[src/rtl/pgc_pkg.sv]
package pgc_pkg;
  typedef enum logic [1:0] {
    MODE_RUN   = 2'd0,
    MODE_SLEEP = 2'd1,
    MODE_DEEP  = 2'd2
  } pmode_t;

  typedef struct packed {
    pmode_t nextMode;
    logic   sleepEntry;
    logic   wakeEvent;
  } modeStrobe_t;

  localparam int NUM_MODES = 3;
endpackage

[src/rtl/pgc_ctrl.sv]
module pgc_ctrl
  import pgc_pkg::*;
#(
  parameter int NUM_IRQ = 4
) (
  input  logic               clk,
  input  logic               rstN,
  input  logic               wfiReq,
  input  logic               deepQual,
  input  logic [NUM_IRQ-1:0] irqPend,
  input  logic [NUM_IRQ-1:0] irqEnable,
  output pmode_t             modeQ,
  output modeStrobe_t        strobe
);
  logic   irqHit;
  pmode_t modeNext;

  assign irqHit = |(irqPend & irqEnable);

  always_comb begin
    modeNext = modeQ;
    unique case (modeQ)
      MODE_RUN:   if (wfiReq && !irqHit) modeNext = deepQual ? MODE_DEEP : MODE_SLEEP;
      MODE_SLEEP,
      MODE_DEEP:  if (irqHit) modeNext = MODE_RUN;
      default:    modeNext = MODE_RUN;
    endcase
  end

  always_comb begin
    strobe.nextMode   = modeNext;
    strobe.sleepEntry = (modeQ == MODE_RUN) && (modeNext != MODE_RUN);
    strobe.wakeEvent  = (modeQ != MODE_RUN) && (modeNext == MODE_RUN);
  end

  always_ff @(posedge clk or negedge rstN) begin
    if (!rstN) modeQ <= MODE_RUN;
    else       modeQ <= modeNext;
  end

  // a request with no enabled interrupt leaves Run
  a_r6_leave_run: assert property (@(posedge clk) disable iff (!rstN)
    (modeQ == MODE_RUN && wfiReq && !irqHit) |=> (modeQ != MODE_RUN));
  // an enabled pending interrupt keeps Run
  a_r7_hold_run: assert property (@(posedge clk) disable iff (!rstN)
    (modeQ == MODE_RUN && irqHit) |=> (modeQ == MODE_RUN));
  // wake from any sleep mode
  a_r8_wake: assert property (@(posedge clk) disable iff (!rstN)
    (modeQ != MODE_RUN && irqHit) |=> (modeQ == MODE_RUN));
  // no hop between the two sleep modes
  a_r9_no_hop: assert property (@(posedge clk) disable iff (!rstN)
    (modeQ == MODE_SLEEP && !irqHit) |=> (modeQ == MODE_SLEEP));
endmodule

[src/rtl/pgc_dp.sv]
module pgc_dp
  import pgc_pkg::*;
#(
  parameter int                    NUM_PERIPH = 8,
  parameter logic [NUM_PERIPH-1:0] RUN_RST    = '1,
  parameter logic [NUM_PERIPH-1:0] SLEEP_RST  = '1,
  parameter logic [NUM_PERIPH-1:0] DEEP_RST   = '0
) (
  input  logic                  clk,
  input  logic                  rstN,
  input  logic                  maskWrEn,
  input  logic [1:0]            maskSel,
  input  logic [NUM_PERIPH-1:0] maskWdata,
  input  modeStrobe_t           strobe,
  output logic [NUM_PERIPH-1:0] periphClkEn,
  output logic                  cpuClkEn,
  output logic                  deepClkSrcReq
);
  logic [NUM_PERIPH-1:0] maskQ [NUM_MODES];

  function automatic logic [NUM_PERIPH-1:0] rstVal(int idx);
    case (idx)
      0:       return RUN_RST;
      1:       return SLEEP_RST;
      default: return DEEP_RST;
    endcase
  endfunction

  for (genvar g = 0; g < NUM_MODES; g++) begin : gMask
    always_ff @(posedge clk or negedge rstN) begin
      if (!rstN)                                      maskQ[g] <= rstVal(g);
      else if (maskWrEn && maskSel == 2'(g))          maskQ[g] <= maskWdata;
    end
  end

  always_ff @(posedge clk or negedge rstN) begin
    if (!rstN) begin
      periphClkEn   <= RUN_RST;
      cpuClkEn      <= 1'b1;
      deepClkSrcReq <= 1'b0;
    end else begin
      unique case (strobe.nextMode)
        MODE_SLEEP: periphClkEn <= maskQ[1];
        MODE_DEEP:  periphClkEn <= maskQ[2];
        default:    periphClkEn <= maskQ[0];
      endcase
      cpuClkEn      <= (strobe.nextMode == MODE_RUN);
      deepClkSrcReq <= (strobe.nextMode == MODE_DEEP);
    end
  end

  // select value 3 touches no mask
  a_r2_sel3_ignored: assert property (@(posedge clk) disable iff (!rstN)
    (maskWrEn && maskSel == 2'd3) |=> ($stable(maskQ[0]) && $stable(maskQ[1]) && $stable(maskQ[2])));
  // entering a sleep mode stops the processor
  a_r4_cpu_stop: assert property (@(posedge clk) disable iff (!rstN)
    strobe.sleepEntry |=> !cpuClkEn);
  // a wake restarts the processor
  a_r8_cpu_start: assert property (@(posedge clk) disable iff (!rstN)
    strobe.wakeEvent |=> (cpuClkEn && !deepClkSrcReq));
endmodule

[src/rtl/pgc_top.sv]
module pgc_top
  import pgc_pkg::*;
#(
  parameter int NUM_PERIPH = 8,
  parameter int NUM_IRQ    = 4
) (
  input  logic                  clk,
  input  logic                  rstN,
  input  logic                  maskWrEn,
  input  logic [1:0]            maskSel,
  input  logic [NUM_PERIPH-1:0] maskWdata,
  input  logic                  wfiReq,
  input  logic                  deepQual,
  input  logic [NUM_IRQ-1:0]    irqPend,
  input  logic [NUM_IRQ-1:0]    irqEnable,
  output logic [NUM_PERIPH-1:0] periphClkEn,
  output logic                  cpuClkEn,
  output logic                  deepClkSrcReq,
  output logic [1:0]            modeOut
);
  pmode_t      modeQ;
  modeStrobe_t strobe;

  pgc_ctrl #(.NUM_IRQ(NUM_IRQ)) uCtrl (
    .clk(clk), .rstN(rstN), .wfiReq(wfiReq), .deepQual(deepQual),
    .irqPend(irqPend), .irqEnable(irqEnable), .modeQ(modeQ), .strobe(strobe)
  );

  pgc_dp #(.NUM_PERIPH(NUM_PERIPH)) uDp (
    .clk(clk), .rstN(rstN), .maskWrEn(maskWrEn), .maskSel(maskSel),
    .maskWdata(maskWdata), .strobe(strobe), .periphClkEn(periphClkEn),
    .cpuClkEn(cpuClkEn), .deepClkSrcReq(deepClkSrcReq)
  );

  assign modeOut = modeQ;

  // processor enable agrees with the mode held in the control
  a_r3_cpu_run: assert property (@(posedge clk) disable iff (!rstN)
    cpuClkEn == (modeQ == MODE_RUN));
  // deep-source request only while in Deep-Sleep
  a_r5_deep_req: assert property (@(posedge clk) disable iff (!rstN)
    deepClkSrcReq == (modeQ == MODE_DEEP));
endmodule

[config.mk]
export PLATFORM = sky130hd
export DESIGN_NAME = pgc_top
export DESIGN_NICKNAME = d
export VERILOG_FILES = /design/src/rtl/pgc_pkg.sv /design/src/rtl/pgc_ctrl.sv /design/src/rtl/pgc_dp.sv /design/src/rtl/pgc_top.sv
export SDC_FILE = /design/constraint.sdc
export NUM_CORES = 1
export LEC_CHECK = 0
export ABC_CLOCK_PERIOD_IN_PS = 2540
export BUFFER_PORTS_ARGS = -buffer_cell sky130_fd_sc_hd__buf_2
export CORE_ASPECT_RATIO = 0.5
export CORE_MARGIN = 4
export CORE_UTILIZATION = 45
export CTS_CLUSTER_SIZE = 24
export DETAILED_ROUTE_END_ITERATION = 8
export HOLD_SLACK_MARGIN = 0.02
export PLACE_DENSITY_LB_ADDON = 0.05
export RECOVER_POWER = 100
export SLEW_MARGIN = 20
export SYNTH_ARGS = -nofsm -noshare
export SYNTH_HDL_FRONTEND = slang
export SYNTH_SLANG_ARGS = --single-unit
[constraint.sdc]
create_clock -name clk -period 2.54 [get_ports clk]
set_input_delay 0.508 -clock clk [delete_from_list [all_inputs] [get_ports clk]]
set_output_delay 0.508 -clock clk [all_outputs]
set_load 0.01 [all_outputs]
Word level (Yosys, flattened, before mapping)

Index checks and enable logic that the tools add are counted.

Reductions and logical operators: 10
Equal/unequal tests: 6
Bitwise operators: 1
Multiplexer cells: 5

Operators with widths:

| operator           | number |
|---|---|
| $pmux 8 s2         | 1 |
| $eq 2x1->1 const B | 3 |
| $eq 2x2->1 const B | 3 |
| $logic_not 2->1    | 3 |
| $mux 2             | 3 |
| $and 4x4->4        | 1 |
| $logic_and 1x1->1  | 4 |
| $pmux 2 s2         | 1 |
| $reduce_or 4->1    | 1 |
| $reduce_or 2->1    | 1 |
| $logic_not 1->1    | 1 |

Input bits: 23
Bits in registers: 36

Logic depth before layout (Yosys ltp)

Depth in word-level cells: 8
Mapped depth: 9

Cells and area by module

From an unflattened synthesis, not the netlist that was laid out.

Cell total of the unflattened synthesis: 115
Area total of the unflattened synthesis: 1,590.3 µm²

By module, submodules not included:

| module   | area an instance (µm²) | times used | cells an instance |
|---|---|---|---|
| pgc_dp   | 1,388.8                | 1          | 94 |
| pgc_ctrl | 201.4                  | 1          | 21 |

Worst setup path before layout

No wires, ideal clock.

Kind: reg-to-reg
Start: register uCtrl.modeQ[0]
End: register uDp.periphClkEn[3]
Data arrival time: 1,960 ps
Buffers on the path: 1
Stages on the path, launching flop included: 10
Data required time: 2,461 ps
Clock period less this slack: 2,038 ps
Setup slack: 502 ps
Cells stage by stage: dfrtp_1 inv_1 ha_1 and2_1 o211ai_1 a2bb2oi_1 ha_1 clkbuf_1 a22oi_1 o21ai_0

Longest elaborated chain between the ends: 5
Elaborated cells on any way between the ends: 10

RTL lines:

| element                                         | RTL line       | RTL |
|---|---|---|
| from (decl)                                     | pgc_ctrl.sv:12 | `output pmode_t modeQ,` |
| from (signal assigned)                          | pgc_ctrl.sv:38 | `else modeQ <= modeNext;` |
| $eq 2x1->1 / $eq 2x2->1 (equally long branches) | pgc_ctrl.sv:22 | `unique case (modeQ)` |
| $reduce_or 2->1                                 | pgc_ctrl.sv:22 |  |
| $pmux 2 s2 (*)                                  | pgc_ctrl.sv:22 |  |
| $eq 2x2->1 / $eq 2x1->1 (equally long branches) | pgc_dp.sv:42   | `unique case (strobe.nextMode)` |
| $pmux 8 s2 (*)                                  | pgc_dp.sv:42   |  |
| to (signal assigned)                            | pgc_dp.sv:43   | `MODE_SLEEP: periphClkEn <= maskQ[1];` |
| to (signal assigned)                            | pgc_dp.sv:44   | `MODE_DEEP: periphClkEn <= maskQ[2];` |
| to (signal assigned)                            | pgc_dp.sv:45   | `default: periphClkEn <= maskQ[0];` |
| to (decl)                                       | pgc_dp.sv:15   | `output logic [NUM_PERIPH-1:0] periphClkEn,` |

Mark *: on every way between the ends. The rest lies on a longest branch, timed or not.
A chain may end at the register's enable or synchronous reset.

Worst setup path in the final report

Start: register uCtrl.modeQ[0]
End: register uDp.periphClkEn[2]

Same word-level chain as after synthesis.

==> flow_summary.ini <==
[detailed_routing]
viasPerCell = 5.23
ant_nets = 0
vias = 998
first_pass_iters = 4
drcViolationCount = 0
routed_wl_um = 2890
wl_per_cell_um = 15.2
drt_iter0_markers = 30

[min_path]
holdPathStages = 2
min_path_type = input pin to register
hold_path_end = uDp.maskQ[17]
hp-start = maskWdata[1]

[grt]
grt_antenna_before_repair = 0
grt_max_degree = 37
grt_pass1_vias = 995
grt_first_pass_wirelength_um = 4990
overflow = 0
grtUsageTotal = 0.145

[final_layout]
num_antenna_cells = 0
syn_to_final_growth_pct = 17.9
multiInputGateArea_sq_um = 593
area.sequential_sq_um = 932
fillers = 284
stdcell_count = 191
final_layout_size_suffix_gt1_frac = 0.490
fin_area_sq_um = 1840
nNetsFinal = 178

[clock_tree]
cts_buffers = 5
postCtsResizedCells = 0
cts_setup_buffers = 0
insertion_delay_ps = 280
cts_buffer_depth = 2
cts_sinks = 36
path_clk_slew_ps = 70
hold_buffers = 0
cts_tree = done
root_buffer = clkbuf_8
htreeDepth = 2

[die]
num_rows = 14
core-area_sq_um = 3150
die_area_sq_um = 4540
die_w_um = 91.3
initial_core_util = 0.496
die_h_um = 49.7
io-pin-count = 35

[sta]
finalSetupViolations = 0
post-route-min-period_ps = 2210
grt_setup_unrepaired = no
hold_viol_final = 0
fmax_mhz = 452
worst_slack_ps = 326
min_period_over_period = 0.872
drv_slew = 37
tightest_slew_ps = 1820
final.setup.tns_ps = 0
slew_headroom = -0.214
fin_worst_skew_ps = 8.05

[yosys]
ys_seq_elements = 36
synth_top_cell_by_area = dfstp_2
yosysSeqAreaShare = 0.596
synthCells = 112
yosysTopAreaCellShare = 0.420
syn-cell-area_sq_um = 1560
synthTopCellsByArea = dfstp_2, dfrtp_1, mux2_2, a22oi_1, ha_1
synth_cell_types = 20
avgSynthCellArea_sq_um = 14.0
synth_warnings = 0
synth_fp_nets = 140

[power]
seqPwrFrac = 0.480
internal_power_mw = 1.29
vdd.ir_drop.worst_mv = 0.382
clkPwrFrac = 0.271
swShare = 0.289
power.density_nw_per_um2 = 983
p_leak_nw = 0.774
p_switching_mw = 0.523
power_frac_comb = 0.249

[worst_setup_path]
r2r_slack_ps = 330
crit_arrival_ps = 2420
worstSetupPathType = register to register
r2r_cells = 8
rr_startpoint = uCtrl.modeQ[0]
rr_endpoint = uDp.periphClkEn[2]
critPathLaunchType = register
crit_path_end_kind = register
cp_data_required_time_ps = 2740
crit_fanout = 9

[placed_design]
dp_cells = 183
post_dp_cell_area_sq_um = 1770
gp_congestion = 0.716
hpwl_um = 2050
pre_cts_slack_ps = 326
port_buffers = 34

[outcome]
status = finished, violations left
violations = max-capacitance violations, max-slew violations

[flow_run]
drv_cap = 1
[layer usage]
metal	share of wire	vias to the layer above	wire, um	GRT usage
met4	0	0	0	0.0375
met1	0.51	485	1460	0.201
met3	0.070	0	202	0.0608
met2	0.42	30	1230	0.208
met5	0	-	0	0
li1	-	483	-	-
[cell usage in the layout, fill, tap and decap left out, types with 5 or more instances in the layout]
master,netlist,routed
mux2_2,24,22
buf_2,0,20
ha_1,5,5
o21ai_0,8,8
clkbuf_8,0,5
dfrtp_1,11,11
dfstp_2,25,25
nand2_1,9,9
a22oi_1,10,10
clkbuf_1,3,15
[cell families (layout without fill, tap and decap cells)]
group | Yosys count | count (layout) | synth area share
multiplexers | 24 | 24 | 0.173
flip-flops | 36 | 36 | 0.596
AO/OA/AOI/OAI | 24 | 24 | 0.107
adder cells (fa/ha/maj) | 5 | 5 | 0.0400
buffers and inverters | 5 | 44 | 0.0120
AND/OR/NAND/NOR | 18 | 18 | 0.0713
[worst max-delay path by stage]
stage	startpoint	to	cells past startpoint
after floorplan	uCtrl.modeQ[0]	uDp.periphClkEn[3]	9
after global placement	uCtrl.modeQ[0]	uDp.periphClkEn[3]	8
after detailed placement	uCtrl.modeQ[0]	uDp.periphClkEn[2]	8
after CTS	uCtrl.modeQ[0]	uDp.periphClkEn[2]	8
after global routing	uCtrl.modeQ[1]	uDp.periphClkEn[2]	8
final	uCtrl.modeQ[0]	uDp.periphClkEn[2]	8
[power groups by stage]
stage / logic [mW] / registers (mW) / clock network [mW]
final: 0.451 / 0.869 / 0.491
after global routing: 0.525 / 0.890 / 0.528
after CTS: 0.489 / 0.866 / 0.500
after detailed placement: 0.487 / 0.875 / 0
after global placement: 0.478 / 0.874 / 0
after floorplan: 0.264 / 0.912 / 0
[synthesized netlist by cell type]
master / number
ha_1: 5
and3b_1: 1
nor3b_4: 1
mux2_2: 24
o2bb2ai_1: 2
and2_1: 1
a32o_1: 1
clkbuf_1: 3
dfrtp_1: 11
o21ai_0: 8
nand3_1: 2
inv_1: 2
nand3b_2: 2
nor3b_1: 1
nand2_1: 9
dfstp_2: 25
o211ai_1: 1
a2bb2oi_1: 2
a22oi_1: 10
nor2_1: 1
[final cells by class]
cell class | count | share of cell area
clock inverters | 2 | 0.0190
flip-flops and latches | 36 | 0.506
multi-input cells | 71 | 0.322
clock buffers | 6 | 0.0394
inverters | 2 | 0.00407
well taps | 40 | 0.0272
repair buffers | 34 | 0.0828
[critical path, stage by stage, from the launching register on]
cell,delay (ps)
dfrtp_1,400
inv_1,60
ha_1,300
and2_1,160
o211ai_1,220
a2bb2oi_1,240
ha_1,410
a22oi_1,150
o21ai_0,200
[per-stage QoR]
stage	power, mW	hold WS [ps]	utilization
global placement	1.35	471	0.562
floorplan	1.18	212	-
CTS	1.86	326	0.596
global route	1.94	485	0.585
finish	1.81	475	0.585
detailed placement	1.36	481	0.562
[registers in the layout, indices dropped and copies added, names as in the netlist]
signal / flops
uCtrl.modeQ: 2
uDp.cpuClkEn: 1
uDp.deepClkSrcReq: 1
uDp.maskQ: 24
uDp.periphClkEn: 8
No activity file was read; power rests on OpenSTA's default activity.
